### src/rtl/reiGenPkg.sv
package reiGenPkg;

  typedef struct packed {
    logic addCount;
    logic insertNow;
    logic forceOut;
    logic m1Only;
  } reiStrobe_t;

endpackage

### src/rtl/reiCtrl.sv
module reiCtrl
  import reiGenPkg::*;
(
  input  logic       errValid,
  input  logic       insValid,
  input  logic       forceEn,
  input  logic       modeM1Only,
  output reiStrobe_t strobes
);

  // Forcing only matters on an insertion; mode is sampled with every step.
  always_comb begin
    strobes.addCount  = errValid;
    strobes.insertNow = insValid;
    strobes.forceOut  = insValid & forceEn;
    strobes.m1Only    = modeM1Only;
  end

endmodule

### src/rtl/reiDatapath.sv
module reiDatapath
  import reiGenPkg::*;
#(
  parameter int ACC_W      = 12,
  parameter int CNT_W      = 12,
  parameter int VAL_W      = 16,
  parameter int COMB_LIMIT = 1536,
  parameter int M1_LIMIT   = 255
) (
  input  logic             clk,
  input  logic             rstN,
  input  reiStrobe_t       strobes,
  input  logic [CNT_W-1:0] errCount,
  input  logic [VAL_W-1:0] forceValue,
  output logic [7:0]       m0Byte,
  output logic [7:0]       m1Byte,
  output logic             reiValid
);

  localparam int SUM_W   = ACC_W + 1;
  localparam int ACC_MAX = (1 << ACC_W) - 1;
  localparam int HI_W    = VAL_W - 8;

  logic [ACC_W-1:0] accQ;
  logic [ACC_W-1:0] limitSel;
  logic [ACC_W-1:0] sentVal;
  logic [ACC_W-1:0] remainVal;
  logic [ACC_W-1:0] accNext;
  logic [SUM_W-1:0] sumVal;
  logic [VAL_W-1:0] normVal;
  logic [7:0]       m0Next;
  logic [7:0]       m1Next;
  logic             lastForcedQ;
  logic             lastM1Q;

  // Cap and remainder
  always_comb begin
    limitSel  = strobes.m1Only ? ACC_W'(M1_LIMIT) : ACC_W'(COMB_LIMIT);
    sentVal   = (accQ > limitSel) ? limitSel : accQ;
    remainVal = strobes.insertNow ? (accQ - sentVal) : accQ;
    sumVal    = {1'b0, remainVal} +
                (strobes.addCount ? SUM_W'(errCount) : SUM_W'(0));
    accNext   = sumVal[ACC_W] ? ACC_W'(ACC_MAX) : sumVal[ACC_W-1:0];
    normVal   = VAL_W'(sentVal);
  end

  // Byte layout per mode, or override
  generate
    if (HI_W > 8) begin : g_wideHi
      always_comb begin
        if (strobes.forceOut) begin
          m0Next = forceValue[15:8];
          m1Next = forceValue[7:0];
        end else if (strobes.m1Only) begin
          m0Next = 8'h00;
          m1Next = normVal[7:0];
        end else begin
          m0Next = normVal[15:8];
          m1Next = normVal[7:0];
        end
      end
    end else begin : g_narrowHi
      always_comb begin
        if (strobes.forceOut) begin
          m0Next = 8'(forceValue[VAL_W-1:8]);
          m1Next = forceValue[7:0];
        end else if (strobes.m1Only) begin
          m0Next = 8'h00;
          m1Next = normVal[7:0];
        end else begin
          m0Next = 8'(normVal[VAL_W-1:8]);
          m1Next = normVal[7:0];
        end
      end
    end
  endgenerate

  always_ff @(posedge clk) begin
    if (!rstN) begin
      accQ        <= '0;
      m0Byte      <= 8'h00;
      m1Byte      <= 8'h00;
      reiValid    <= 1'b0;
      lastForcedQ <= 1'b0;
      lastM1Q     <= 1'b0;
    end else begin
      accQ     <= accNext;
      reiValid <= strobes.insertNow;
      if (strobes.insertNow) begin
        m0Byte      <= m0Next;
        m1Byte      <= m1Next;
        lastForcedQ <= strobes.forceOut;
        lastM1Q     <= strobes.m1Only;
      end
    end
  end

  // an unforced value never exceeds its mode limit
  assert_cap_R4: assert property (@(posedge clk) disable iff (!rstN)
    (reiValid && !lastForcedQ) |->
      ({m0Byte, m1Byte} <= (lastM1Q ? 16'(M1_LIMIT) : 16'(COMB_LIMIT))));

  // M1-only leaves M0 at zero
  assert_m0zero_R6: assert property (@(posedge clk) disable iff (!rstN)
    (reiValid && !lastForcedQ && lastM1Q) |-> (m0Byte == 8'h00));

  // a fitting value is fully drained
  assert_clear_R3: assert property (@(posedge clk) disable iff (!rstN)
    (strobes.insertNow && !strobes.addCount &&
     (accQ <= (strobes.m1Only ? ACC_W'(M1_LIMIT) : ACC_W'(COMB_LIMIT))))
      |=> (accQ == '0));

  // nothing happens, nothing changes
  assert_idle_R2: assert property (@(posedge clk) disable iff (!rstN)
    (!strobes.insertNow && !strobes.addCount) |=> $stable(accQ));

  // saturate rather than wrap
  assert_sat_R8: assert property (@(posedge clk) disable iff (!rstN)
    (strobes.addCount && !strobes.insertNow &&
     (({1'b0, accQ} + SUM_W'(errCount)) > SUM_W'(ACC_MAX)))
      |=> (accQ == ACC_W'(ACC_MAX)));

  // same-cycle count lands whole after a full drain
  assert_merge_R7: assert property (@(posedge clk) disable iff (!rstN)
    (strobes.insertNow && strobes.addCount &&
     (accQ <= (strobes.m1Only ? ACC_W'(M1_LIMIT) : ACC_W'(COMB_LIMIT))))
      |=> (accQ == ACC_W'($past(errCount))));

  // override reaches the bytes
  assert_force_R9: assert property (@(posedge clk) disable iff (!rstN)
    strobes.forceOut |=> ({m0Byte, m1Byte} == 16'($past(forceValue))));

  // one pulse per insertion, bytes held otherwise
  assert_pulse_R10: assert property (@(posedge clk) disable iff (!rstN)
    strobes.insertNow |=> reiValid);
  assert_hold_R10: assert property (@(posedge clk) disable iff (!rstN)
    !strobes.insertNow |=> (!reiValid && $stable(m0Byte) && $stable(m1Byte)));

endmodule

### src/rtl/reiGen.sv
module reiGen
  import reiGenPkg::*;
#(
  parameter int ACC_W      = 12,
  parameter int CNT_W      = 12,
  parameter int COMB_LIMIT = 1536,
  parameter int M1_LIMIT   = 255
) (
  input  logic             clk,
  input  logic             rstN,
  input  logic             errValid,
  input  logic [CNT_W-1:0] errCount,
  input  logic             insValid,
  input  logic             modeM1Only,
  input  logic             forceEn,
  input  logic [15:0]      forceValue,
  output logic [7:0]       m0Byte,
  output logic [7:0]       m1Byte,
  output logic             reiValid
);

  reiStrobe_t strobes;

  reiCtrl u_ctrl (
    .errValid   (errValid),
    .insValid   (insValid),
    .forceEn    (forceEn),
    .modeM1Only (modeM1Only),
    .strobes    (strobes)
  );

  reiDatapath #(
    .ACC_W      (ACC_W),
    .CNT_W      (CNT_W),
    .VAL_W      (16),
    .COMB_LIMIT (COMB_LIMIT),
    .M1_LIMIT   (M1_LIMIT)
  ) u_dp (
    .clk        (clk),
    .rstN       (rstN),
    .strobes    (strobes),
    .errCount   (errCount),
    .forceValue (forceValue),
    .m0Byte     (m0Byte),
    .m1Byte     (m1Byte),
    .reiValid   (reiValid)
  );

endmodule

### config.mk
export PLATFORM = sky130hd
export DESIGN_NAME = reiGen
export DESIGN_NICKNAME = d
export VERILOG_FILES = /design/src/rtl/reiGenPkg.sv /design/src/rtl/reiCtrl.sv /design/src/rtl/reiDatapath.sv /design/src/rtl/reiGen.sv
export SDC_FILE = /design/constraint.sdc
export NUM_CORES = 1
export LEC_CHECK = 0
export ABC_AREA = 1
export BUFFER_PORTS_ARGS = -buffer_cell sky130_fd_sc_hd__buf_2
export CAP_MARGIN = 10
export CORE_MARGIN = 5
export CORE_UTILIZATION = 60
export CTS_BUF_LIST = sky130_fd_sc_hd__clkbuf_16
export DETAILED_ROUTE_END_ITERATION = 7
export GPL_TIMING_DRIVEN = 0
export PLACE_DENSITY_LB_ADDON = 0.15
export SETUP_SLACK_MARGIN = 0.05
export SYNTH_ARGS = -nofsm -noshare
export SYNTH_HDL_FRONTEND = slang
export SYNTH_SLANG_ARGS = --single-unit
### constraint.sdc
create_clock -name clk -period 10.2 [get_ports clk]
set_input_delay 1.02 -clock clk [delete_from_list [all_inputs] [get_ports clk]]
set_output_delay 1.02 -clock clk [all_outputs]
set_load 0.005 [all_outputs]
==> flow_metrics.py <==
metrics = {
    "floorplanning": {
        "ios": 51,
        "core_sq_um": 4260,
        "die_y_um": 75.8,
        "rows": 24,
        "dieWidth_um": 75.8,
        "die_area_sq_um": 5750,
        "start_util_pct": 60.9,
    },
    "power_and_ir_drop": {
        "p_int_w": 0.000533,
        "p_clk_share_pct": 13.3,
        "p_seq_share_pct": 16.0,
        "sw_frac_of_total_pct": 49.9,
        "cellLeakagePower_nw": 1.72,
        "pwr-share-comb_pct": 70.7,
        "peakVddDrop_mv": 0.211,
        "powerDensity_nw_per_um2": 349,
        "power_w": 0.00106,
        "p_switching_w": 0.000531,
    },
    "global_route": {
        "grt_max_degree": 11,
        "grt_overflow_total": 0,
        "antenna_found_initial": 0,
        "grtUsageTotal_pct": 23.1,
        "grt_pass1_vias": 2337,
        "grt_pass1_wl_um": 10000,
    },
    "sta": {
        "final_hold_viol_count": 0,
        "slew-limit-headroom_pct": 62.8,
        "finalSetupTns_ns": 0,
        "finalClockSkew_ns": 0.00547,
        "setup_viol": 0,
        "worst_pin_slew_ns": 0.556,
        "finalCritPeriodShare_pct": 53.3,
        "clock.fmax_mhz": 184,
        "maxSlewViolCount": 0,
        "rsz0062_at_grt": "no",
        "fin_crit_ns": 5.44,
    },
    "setup_path": {
        "cp.arrival_ns": 5.61,
        "end_kind": "flop",
        "cpMaxStageDelayCell": "ha_1",
        "r2r-start": "u_dp.accQ[10]",
        "cp.required_ns": 10.37,
        "reg2reg_slack_ns": 5.55,
        "critPathMaxFanout": 10,
        "crit_type": "primary input to flop",
        "critPathMaxStageDelay_ns": 0.37,
        "crit_top_cell": "inv_1",
        "start_kind": "primary input",
        "r2r_cells": 27,
        "reg2reg_to": "u_dp.accQ[11]",
    },
    "clock_network": {
        "cts.clk_slew.worst_paths_ns": 0.05,
        "cts.path.max_buffers": 2,
        "postCtsHoldBufs": 0,
        "htreeDepth": 2,
        "cts_root_buf": "clkbuf_16",
        "insertion_delay_ns": 0.28,
        "cts_tree": "built",
        "post-cts-setup-buffers": 0,
        "cts_sinks": 29,
        "cts-buffers-inserted": 5,
        "cts_resized": 0,
    },
    "finish": {
        "layout_commonest_cell": "nand2_1",
        "nFillCells": 379,
        "nNetsFinal": 516,
        "drive_gt1_share_pct": 17.8,
        "multi_input_area_sq_um": 1720,
        "area_growth_pct": 17.4,
        "register_area_sq_um": 581,
        "n_antenna_cell": 0,
        "mostFrequentLayoutCells": "99 x nand2_1, 66 x inv_1, 50 x buf_2",
    },
    "detailed_routing": {
        "avgViaCountPerCell": 5.21,
        "vias": 2612,
        "drtIter0Drc": 159,
        "drtAntennaViolNets": 0,
        "drcViolationCount": 0,
        "wl_per_cell_um": 12.4,
        "finalWirelength_um": 6230,
        "firstDrtPassIters": 4,
    },
    "synthesis": {
        "syn_area_per_cell_sq_um": 6.63,
        "synth_seq_area_share_pct": 22.3,
        "ys.flop_type": "dfxtp_1",
        "yosysWarnings": 0,
        "async_flop_share_pct": 0,
        "synthesis.area_sq_um": 2600,
        "synth_nets": 460,
        "postSynthCellCount": 392,
        "synth_edf_count": 0,
        "ys_ff_latch": 29,
        "yosysUniqueCellTypes": 37,
    },
    "outcome": {
        "status": "finished clean",
    },
    "hold_path": {
        "hp-class": "flop to flop",
        "hp-start": "u_dp.m0Byte[3]",
        "holdPathStages": 2,
        "hold_end": "u_dp.m0Byte[3]",
    },
    "place": {
        "place.port_buffers": 49,
        "gp_congestion": 0.892,
        "dp_hpwl_um": 5070,
    },
    "job": {
        "drv_cap": 0,
    },
}
cell type report:
| cell class | instances | area share [%] |
|---|---|---|
| inverters | 66 | 8.12 |
| clock buffers | 5 | 4.10 |
| repair buffers | 49 | 8.04 |
| clock inverters | 3 | 0.574 |
| well taps | 52 | 2.13 |
| plain buffers | 10 | 1.52 |
| flip-flops and latches | 29 | 19.0 |
| multi-input cells | 287 | 56.5 |
power groups by stage:
stage	clock network, W	registers [W]	logic (W)
floorplan	0	0.000165	0.000598
global placement	0	0.000170	0.000723
detailed placement	0	0.000172	0.000742
CTS	0.000142	0.000170	0.000750
global route	0.000148	0.000174	0.000862
finish	0.000141	0.000170	0.000752
logic make-up after synthesis:
kind of cell | share of synthesized area [%]
compound gates | 20.6
fa+ha+maj | 16.9
flops | 22.3
xor+xnor | 3.03
simple gates | 25.8
buf+inv | 11.3
flip-flops by register name, indices dropped and copies added, names as in the netlist:
name / cells
u_dp.m1Byte: 8
u_dp.m0Byte: 8
u_dp.accQ: 12
u_dp.reiValid: 1
cell usage after synthesis (all sizes together) (2+ instances only):
cell | number | area (sq um)
nand3 | 16 | 80.1
o22ai | 3 | 18.8
a211oi | 2 | 15.0
o21ai | 24 | 161
clkbuf | 7 | 26.3
nor2 | 28 | 110
nand3b | 2 | 15.0
or2 | 7 | 43.8
xor2 | 7 | 61.3
fa | 2 | 40.0
a22o | 8 | 70.1
a31oi | 5 | 31.3
xnor2 | 2 | 17.5
dfxtp | 29 | 581
inv | 66 | 248
nand4 | 2 | 12.5
a21o | 2 | 15.0
ha | 32 | 400
o21bai | 2 | 15.0
buf | 3 | 20.0
a21oi | 37 | 193
nand2 | 101 | 389
worst max path at each step:
stage	slack [ns]	startpoint	to
detailed placement	4.49	modeM1Only	u_dp.accQ[11]
floorplan	5.34	modeM1Only	u_dp.accQ[11]
CTS	4.77	modeM1Only	u_dp.accQ[11]
finish	4.76	modeM1Only	u_dp.accQ[11]
global placement	4.61	modeM1Only	u_dp.accQ[11]
global route	4.38	modeM1Only	u_dp.accQ[9]
critical path: cells and delay by family:
kind | cells | cell delay, ns
buf+inv | 8 | 0.93
simple gates | 11 | 1.47
compound gates | 7 | 1.12
fa+ha+maj | 3 | 1.07
layer usage:
| layer | GRT usage (%) | up-vias | part of all wire (%) |
|---|---|---|---|
| met3 | 4.62 | 14 | 5.5 |
| met2 | 39.4 | 56 | 47 |
| met5 | 0 | - | 0 |
| met1 | 28.9 | 1161 | 45 |
| li1 | - | 1381 | - |
| met4 | 8.16 | 0 | 2.2 |
metrics by stage:
step,hold WS [ns],utilization [%],cell area [sq um],worst slack [ns],instances
floorplan,0.462,-,2600,5.34,392
global placement,0.450,68.2,2910,4.61,493
detailed placement,0.456,68.2,2910,4.49,493
CTS,0.471,71.6,3050,4.77,501
global route,0.488,71.6,3050,4.38,501
finish,0.469,71.6,3050,4.76,501
No activity file was read; power rests on OpenSTA's default activity.
